`config.mk`:
```
export PLATFORM = sky130hd
export DESIGN_NAME = serial_audio_rx
export DESIGN_NICKNAME = d
export VERILOG_FILES = /design/src/rtl/sar_pkg.sv /design/src/rtl/sar_sync.sv /design/src/rtl/sar_edge.sv /design/src/rtl/sar_deser.sv /design/src/rtl/sar_pair.sv /design/src/rtl/serial_audio_rx.sv
export SDC_FILE = /design/constraint.sdc
export NUM_CORES = 1
export LEC_CHECK = 0
export BUFFER_PORTS_ARGS = -buffer_cell sky130_fd_sc_hd__buf_2
export CAP_MARGIN = 20
export CORE_MARGIN = 2
export CORE_UTILIZATION = 53
export CTS_CLUSTER_SIZE = 30
export DETAILED_ROUTE_END_ITERATION = 10
export GPL_ROUTABILITY_DRIVEN = 0
export PLACE_DENSITY = 0.74
export RECOVER_POWER = 50
export SLEW_MARGIN = 20
export SYNTH_ARGS = -nofsm -noshare
export SYNTH_HDL_FRONTEND = slang
export SYNTH_HIERARCHICAL = 1
export SYNTH_SLANG_ARGS = --single-unit
```
`constraint.sdc`:
```
create_clock -name clk -period 1.65 [get_ports clk]
set_clock_uncertainty 0.2 [all_clocks]
set_input_delay 0.2475 -clock clk [delete_from_list [all_inputs] [get_ports clk]]
set_output_delay 0.2475 -clock clk [all_outputs]
set_load 0.01 [all_outputs]
```
`src/rtl/sar_pkg.sv`:
```
package sar_pkg;
  typedef enum logic [1:0] {
    FMT_REAR16_MSB = 2'd0,
    FMT_REAR20_MSB = 2'd1,
    FMT_FRONT20_MSB = 2'd2,
    FMT_REAR20_LSB = 2'd3
  } sar_fmt_e;
endpackage

```
`src/rtl/sar_sync.sv`:
```
module sar_sync #(
  parameter int WIDTH  = 3,
  parameter int STAGES = 2
) (
  input  logic             clk,
  input  logic             rst,
  input  logic [WIDTH-1:0] d,
  output logic [WIDTH-1:0] q
);
  logic [WIDTH-1:0] chain [STAGES];

  genvar gi;
  generate
    for (gi = 0; gi < STAGES; gi++) begin : g_stage
      if (gi == 0) begin : g_first
        always_ff @(posedge clk) begin
          if (rst) chain[gi] <= '0;
          else     chain[gi] <= d;
        end
      end else begin : g_next
        always_ff @(posedge clk) begin
          if (rst) chain[gi] <= '0;
          else     chain[gi] <= chain[gi-1];
        end
      end
    end
  endgenerate

  assign q = chain[STAGES-1];
endmodule

```
`src/rtl/sar_edge.sv`:
```
module sar_edge (
  input  logic clk,
  input  logic rst,
  input  logic lvl,
  output logic rise
);
  logic lvl_q;

  always_ff @(posedge clk) begin
    if (rst) lvl_q <= 1'b0;
    else     lvl_q <= lvl;
  end

  assign rise = lvl & ~lvl_q;

  // a rise lasts one system cycle only (R8: one capture per bit clock)
  p_rise_single_r8: assert property (@(posedge clk) disable iff (rst)
    rise |=> !rise);
endmodule

```
`src/rtl/sar_deser.sv`:
```
module sar_deser
  import sar_pkg::*;
#(
  parameter int OUT_W   = 20,
  parameter int SHORT_W = 16
) (
  input  logic             clk,
  input  logic             rst,
  input  logic             bit_en,
  input  logic             ws,
  input  logic             sd,
  input  logic [1:0]       fmt,
  output logic             word_stb,
  output logic             word_left,
  output logic [OUT_W-1:0] word_data
);
  localparam int CW = $clog2(OUT_W + 1);
  localparam logic [CW-1:0] CNT_MAX = CW'(OUT_W);
  localparam int PAD_W = OUT_W - SHORT_W;

  logic             primed;
  logic             started;
  logic             last_ws;
  sar_fmt_e         fmt_q;
  logic [CW-1:0]    cnt;
  logic [OUT_W-1:0] sh;

  logic             boundary;
  logic [OUT_W-1:0] sh_first;
  logic [OUT_W-1:0] sh_next;
  logic [OUT_W-1:0] word_fin;

  assign boundary = primed && (ws != last_ws);

  // first bit of a new half-frame, placed per incoming format
  always_comb begin
    if (sar_fmt_e'(fmt) == FMT_REAR20_LSB) sh_first = {sd, {(OUT_W-1){1'b0}}};
    else                                   sh_first = {{(OUT_W-1){1'b0}}, sd};
  end

  // continuing a half-frame, per the format latched at its start
  always_comb begin
    unique case (fmt_q)
      FMT_REAR20_LSB:  sh_next = {sd, sh[OUT_W-1:1]};
      FMT_FRONT20_MSB: sh_next = (cnt < CNT_MAX) ? {sh[OUT_W-2:0], sd} : sh;
      default:         sh_next = {sh[OUT_W-2:0], sd};
    endcase
  end

  // closing a word
  always_comb begin
    if (fmt_q == FMT_REAR16_MSB) word_fin = {sh[SHORT_W-1:0], {PAD_W{1'b0}}};
    else                         word_fin = sh;
  end

  always_ff @(posedge clk) begin
    if (rst) begin
      primed    <= 1'b0;
      started   <= 1'b0;
      last_ws   <= 1'b0;
      fmt_q     <= FMT_REAR16_MSB;
      cnt       <= '0;
      sh        <= '0;
      word_stb  <= 1'b0;
      word_left <= 1'b0;
      word_data <= '0;
    end else begin
      word_stb <= 1'b0;
      if (bit_en) begin
        if (!primed || boundary) begin
          if (boundary && started) begin
            word_stb  <= 1'b1;
            word_left <= last_ws;
            word_data <= word_fin;
          end
          started <= primed;
          primed  <= 1'b1;
          last_ws <= ws;
          fmt_q   <= sar_fmt_e'(fmt);
          cnt     <= CW'(1);
          sh      <= sh_first;
        end else begin
          sh <= sh_next;
          if (cnt < CNT_MAX) cnt <= cnt + CW'(1);
        end
      end
    end
  end

  p_cnt_cap_r4: assert property (@(posedge clk) disable iff (rst)
    cnt <= CNT_MAX);

  // front-justified: once 20 bits are in, further bits leave the word alone
  p_front_freeze_r4: assert property (@(posedge clk) disable iff (rst)
    (bit_en && primed && !boundary && fmt_q == FMT_FRONT20_MSB && cnt == CNT_MAX)
      |=> $stable(sh));
endmodule

```
`src/rtl/sar_pair.sv`:
```
module sar_pair #(
  parameter int OUT_W = 20
) (
  input  logic             clk,
  input  logic             rst,
  input  logic             word_stb,
  input  logic             word_left,
  input  logic [OUT_W-1:0] word_data,
  output logic [OUT_W-1:0] left_o,
  output logic [OUT_W-1:0] right_o,
  output logic             valid_o
);
  logic [OUT_W-1:0] left_hold;
  logic             left_ok;

  always_ff @(posedge clk) begin
    if (rst) begin
      left_hold <= '0;
      left_ok   <= 1'b0;
      left_o    <= '0;
      right_o   <= '0;
      valid_o   <= 1'b0;
    end else begin
      valid_o <= 1'b0;
      if (word_stb) begin
        if (word_left) begin
          left_hold <= word_data;
          left_ok   <= 1'b1;
        end else if (left_ok) begin
          left_o  <= left_hold;
          right_o <= word_data;
          valid_o <= 1'b1;
          left_ok <= 1'b0;
        end
      end
    end
  end

  p_valid_pulse_r6: assert property (@(posedge clk) disable iff (rst)
    valid_o |=> !valid_o);

  p_hold_r6: assert property (@(posedge clk) disable iff (rst)
    !valid_o |-> ($stable(left_o) && $stable(right_o)));

  // a pair is only presented on a right word closing
  p_right_closes_r7: assert property (@(posedge clk) disable iff (rst)
    $rose(valid_o) |-> $past(word_stb && !word_left));
endmodule

```
`src/rtl/serial_audio_rx.sv`:
```
module serial_audio_rx
  import sar_pkg::*;
#(
  parameter int OUT_W       = 20,
  parameter int SHORT_W     = 16,
  parameter int SYNC_STAGES = 2
) (
  input  logic             clk,
  input  logic             rst,
  input  logic             sck_i,
  input  logic             ws_i,
  input  logic             sd_i,
  input  logic [1:0]       fmt_i,
  output logic [OUT_W-1:0] left_o,
  output logic [OUT_W-1:0] right_o,
  output logic             valid_o
);
  logic [2:0]       raw_s;
  logic             sck_s, ws_s, sd_s;
  logic             sck_rise;
  logic             w_stb, w_left;
  logic [OUT_W-1:0] w_data;

  sar_sync #(.WIDTH(3), .STAGES(SYNC_STAGES)) u_sync (
    .clk (clk),
    .rst (rst),
    .d   ({sck_i, ws_i, sd_i}),
    .q   (raw_s)
  );

  assign {sck_s, ws_s, sd_s} = raw_s;

  sar_edge u_edge (
    .clk  (clk),
    .rst  (rst),
    .lvl  (sck_s),
    .rise (sck_rise)
  );

  sar_deser #(.OUT_W(OUT_W), .SHORT_W(SHORT_W)) u_deser (
    .clk       (clk),
    .rst       (rst),
    .bit_en    (sck_rise),
    .ws        (ws_s),
    .sd        (sd_s),
    .fmt       (fmt_i),
    .word_stb  (w_stb),
    .word_left (w_left),
    .word_data (w_data)
  );

  sar_pair #(.OUT_W(OUT_W)) u_pair (
    .clk       (clk),
    .rst       (rst),
    .word_stb  (w_stb),
    .word_left (w_left),
    .word_data (w_data),
    .left_o    (left_o),
    .right_o   (right_o),
    .valid_o   (valid_o)
  );
endmodule

```
## Word-level counts from Yosys, hierarchy flattened

Memory sizes are Yosys's and may differ from the RTL's.
Index checks and enable logic that the tools add are counted.
Widths: inputs -> output; s select.

| cells by class | value |
|---|---|
| $lt $le $gt $ge | 1 |
| multiplexer cells | 15 |
| bitwise logic cells | 8 |
| reduce and logical (&&, ||, !) cells | 14 |
| equal/unequal tests | 5 |
| $add $sub $neg | 1 |

Operators with widths:

| operator | number |
|---|---|
| $mux 20 | 4 |
| $pmux 20 s2 | 1 |
| $mux 5 | 2 |
| $reduce_and 2->1 | 4 |
| $eq 2x2->1 const B | 3 |
| $mux 1 | 6 |
| $mux 3 | 2 |
| $reduce_and 3->1 | 2 |
| $reduce_or 3->1 | 2 |
| $add 5x1->5 const B | 1 |
| $lt 5x5->1 const B | 1 |
| $not 1->1 | 5 |
| $ne 3x1->1 const B | 1 |
| $logic_and 1x1->1 | 2 |
| $logic_not 2->1 | 1 |
| $or 1x1->1 | 2 |
| $reduce_bool 2->1 | 1 |
| $and 1x1->1 | 1 |
| $logic_not 1->1 | 1 |
| $logic_or 1x1->1 | 1 |
| $ne 1x1->1 | 1 |

| storage, ports and cells | value |
|---|---|
| register bits | 115 |
| output and inout bits | 41 |
| memories | 1 |
| bits in writable memories | 6 |
| word-level logic and storage cells | 60 |

Memory list:

| memory | words | width | rd ports | clocked after Yosys merged registers in | wr ports | line | RTL |
|---|---|---|---|---|---|---|---|
| u_sync.chain | 2 | 3 | 2 | 0 | 2 | sar_sync.sv:10 | `logic [WIDTH-1:0] chain [STAGES];` |

## Logic depth before layout (Yosys ltp)

| logic depth | value |
|---|---|
| depth in word-level cells | 5 |
| gate-level depth with buffers | 8 |

## By module

The synthesis kept the hierarchy.

By module, submodules not included:

| module | cells each | area each (um2) | instances |
|---|---|---|---|
| sar_pair | 272 | 2755.1 | 1 |
| sar_deser | 290 | 2448.6 | 1 |
| sar_sync | 12 | 157.7 | 1 |
| sar_edge | 3 | 47.5 | 1 |

## Least setup slack after synthesis

OpenSTA, ideal clock, no wires.

| path | value |
|---|---|
| path type | register to register |
| start | mem u_sync.chain[1][2] |
| end | reg u_deser.cnt[3] |
| path slack | -0.107 ns |
| data required time | 1.373 ns |
| library setup time | 0.077 ns |
| arrival | 1.481 ns |
| clock period less this slack | 1.757 ns |
| cell stages (with the launch flop) | 7 |
| cells stage by stage | dfxtp_1 > nor2b_4 > buf_2 > inv_1 > clkbuf_1 > or4_1 > a31oi_1 |

RTL lines:

| what | line | RTL |
|---|---|---|
| from (decl) | sar_sync.sv:10 |  |
| to (signal assigned) | sar_deser.sv:84 | `if (cnt < CNT_MAX) cnt <= cnt + CW'(1);` |
| to (decl) | sar_deser.sv:25 | `logic [CW-1:0] cnt;` |

==> impl_metrics.py <==
metrics = {
    "routing": {
        "viasPerCell": 5.53,
        "remaining_drc_errors": 0,
        "drt-wirelength-per-cell_um": 15.8,
        "via_count": 4312,
        "ant_nets": 0,
        "drt-total-wl_um": 12300,
        "drt_iter0_drc": 234,
        "dr.pass1.iters": 5,
    },
    "status": {
        "status": "complete, no violations",
    },
    "yosys": {
        "syn-cell-area_um2": 5410,
        "synthCells": 577,
        "synth_ff_type": "dfxtp_1",
        "ys_types": 38,
        "yosysSeqAreaShare_pct": 44.8,
        "syn_area_per_cell_um2": 9.37,
        "ys_ff_latch": 121,
        "async_flop_share_pct": 0,
        "synth_edf_count": 0,
        "yosysWarnings": 6,
        "syn_nets": 585,
    },
    "floorplanning": {
        "rows": 36,
        "start_util_pct": 55.1,
        "die_h_um": 105,
        "die_x_um": 105,
        "die_area_um2": 11000,
        "pin_count": 48,
        "core_area_um2": 9820,
    },
    "pwr": {
        "switching_power_w": 0.00139,
        "peakVddDrop_mv": 0.644,
        "fin_total_pwr_w": 0.00707,
        "power.clock.fraction_pct": 54.8,
        "p_sw_share_pct": 19.7,
        "p_per_area_nw_per_um2": 1060,
        "power_leakage_nw": 2.39,
        "pwr-share-comb_pct": 3.4,
        "pwr-share-seq_pct": 41.8,
        "internal_power_w": 0.00568,
    },
    "sta": {
        "setup_viol": 0,
        "timing.fmax_ghz": 0.612,
        "tightest_slew_ns": 0.474,
        "rsz0062_at_grt": "true",
        "hold_violations": 0,
        "hold_slack_ns": 0.235,
        "maxSlewViolCount": 0,
        "slew_headroom_pct": 68.4,
        "fin_crit_sh_pct": 99.1,
        "period_needed_ns": 1.63,
    },
    "clock_tree": {
        "cts_buffer_depth": 2,
        "htreeDepth": 4,
        "cts_buffers": 17,
        "cts_tree": "built",
        "clkTransAtPathRegs_ns": 0.06,
        "cts_root_buf": "clkbuf_8",
        "clock_latency_ns": 0.52,
        "clock-sinks": 121,
    },
    "final_layout": {
        "syn2layout_area_growth_pct": 23.3,
        "final_net_count": 643,
        "drive_gt1_share_pct": 24.4,
        "antenna_cells": 0,
    },
    "worst_setup_path": {
        "cp_max_fo": 10,
        "timing.critical_path.buf_inv": 3,
        "path_cells": "nor2b_4, inv_2, nor3_4, buf_6, buf_12, nor2_1, a311oi_2",
        "cp.arrival_ns": 1.86,
        "cp-start-kind": "flip-flop",
        "worstSetupPathType": "flip-flop to flip-flop",
        "critPathCaptureType": "flip-flop",
        "critical_path_required_ns": 1.88,
        "slowest_delay_ns": 0.32,
        "critPathTopFamily": "simple AND/OR/NAND/NOR gates",
        "crit_path_top_delay_cell": "dfxtp_2",
    },
    "flow_run": {
        "max-cap-violations": 0,
    },
    "placement": {
        "dp_hpwl_um": 7490,
        "port_buffers": 47,
    },
    "grt": {
        "antenna_found_initial": 0,
        "grt_max_degree": 54,
        "grt_pass1_vias": 4044,
        "track_usage_pct": 22.1,
        "grt_pass1_wl_um": 19500,
        "grt_overflow": 0,
    },
    "hold_path": {
        "min_path_type": "flip-flop to flip-flop",
    },
}
power by group through the flow:
stage	registers (W)	clock network (W)	logic, W
floorplan	0.00301	0	0.000147
CTS	0.00295	0.00392	0.000237
global placement	0.00301	0	0.000212
finish	0.00296	0.00388	0.000242
global route	0.00295	0.00406	0.000263
detailed placement	0.00301	0	0.000217
logic make-up (layout without fill, tap and decap cells):
kind of cell,Yosys count,in the layout,share of synthesized area (%)
and+or+nand+nor,232,232,22.7
DFF,121,121,44.8
AOI/OAI and AO/OA,108,108,14.6
muxes,60,60,11.5
buffers and inverters,53,123,5.69
xor gates and xnor gates,2,2,0.463
adders and majority gates,1,1,0.231
path summary, 6_finish.rpt:
kind / cells past startpoint / startpoint / slack [ns] / endpoint
min reg2reg: 1 / u_sync/chain[0][0] / 0.23 / u_sync/chain[1][0]
max: 7 / u_sync/chain[1][2] / 0.02 / u_deser/word_data[17]
min: 1 / u_sync/chain[0][0] / 0.23 / u_sync/chain[1][0]
max reg2reg: 7 / u_sync/chain[1][2] / 0.02 / u_deser/word_data[17]
state kept, by name, summed over array words and instances, names as in the netlist, 2 cells and up:
signal,count
u_deser/sh,20
u_deser/word_data,20
u_pair/left_hold,20
u_pair/left_o,20
u_pair/right_o,20
u_sync/chain,6
u_deser/cnt,5
u_deser/fmt_q,2
stage by stage:
stage | setup WS (ns) | setup TNS (ns) | instances | util [%] | cell area, um^2
2_1_floorplan | -0.0345 | -0.0345 | 577 | - | 5420
3_3_place_gp | 0.0103 | 0 | 734 | 59.2 | 5820
3_5_place_dp | -0.0382 | -0.0447 | 734 | 59.2 | 5820
4_1_cts | 0.00562 | 0 | 774 | 66.7 | 6550
5_1_grt | -0.0764 | -0.848 | 780 | 67.9 | 6670
6_report | 0.0155 | 0 | 780 | 67.9 | 6670
layout by cell type (no fill, tap or decap), drive strengths merged:
cell type,instances
or4,1
a311oi,17
dfxtp,121
a21o,1
mux2i,42
a211oi,1
and3b,1
o221a,1
xor2,1
or2,1
nand4,18
a31oi,3
nand2,64
clkinv,4
nor3,4
nand2b,80
clkbuf,33
dlygate4sd3,8
bufinv,4
mux2,18
o22ai,1
o21ai,23
nor2,22
inv,3
xnor2,1
o21a,1
a41oi,2
buf,71
a21oi,37
nor2b,11
a21bo,21
or3,2
ha,1
nand3,28
repair_timing:
item	4_1_cts	5_1_grt
hold buffers	8	0
hold endpoints to repair	10	0
cloned	0	3
resized for setup	3	20
endpoints found under the setup margin	19	43
setup buffers	1	3
pin swaps	2	6
area by class of cell:
class,instances,area (um^2)
Timing Repair Buffer,89,687
Sequential cell,121,2430
Multi-Input combinational cell,403,2750
Clock inverter,8,140
Fill cell,770,3150
Tap cell,133,166
Clock buffer,23,487
Inverter,3,11.3
synthesized netlist by cell type (9+ instances only):
master	number	area, um^2
mux2i_1	42	420
nor2b_1	9	56.3
mux2_2	18	203
clkbuf_1	29	109
buf_2	11	55.1
dfxtp_1	121	2420
nand3_1	28	140
a21oi_1	37	185
a21bo_1	19	190
nand4_1	18	113
nand2b_1	80	500
nor2_1	22	82.6
a311oi_2	9	135
o21ai_0	23	115
nand2_1	64	240
per-layer routing:
metal / GRT usage [%] / part of all wire (%) / vias up
met1: 26.7 / 43 / 2072
li1: - / - / 2110
met2: 37.1 / 51 / 110
met3: 5.86 / 3.9 / 20
met4: 9.14 / 1.8 / 0
met5: 0 / 0 / -
(Power assumes the default switching activity.)
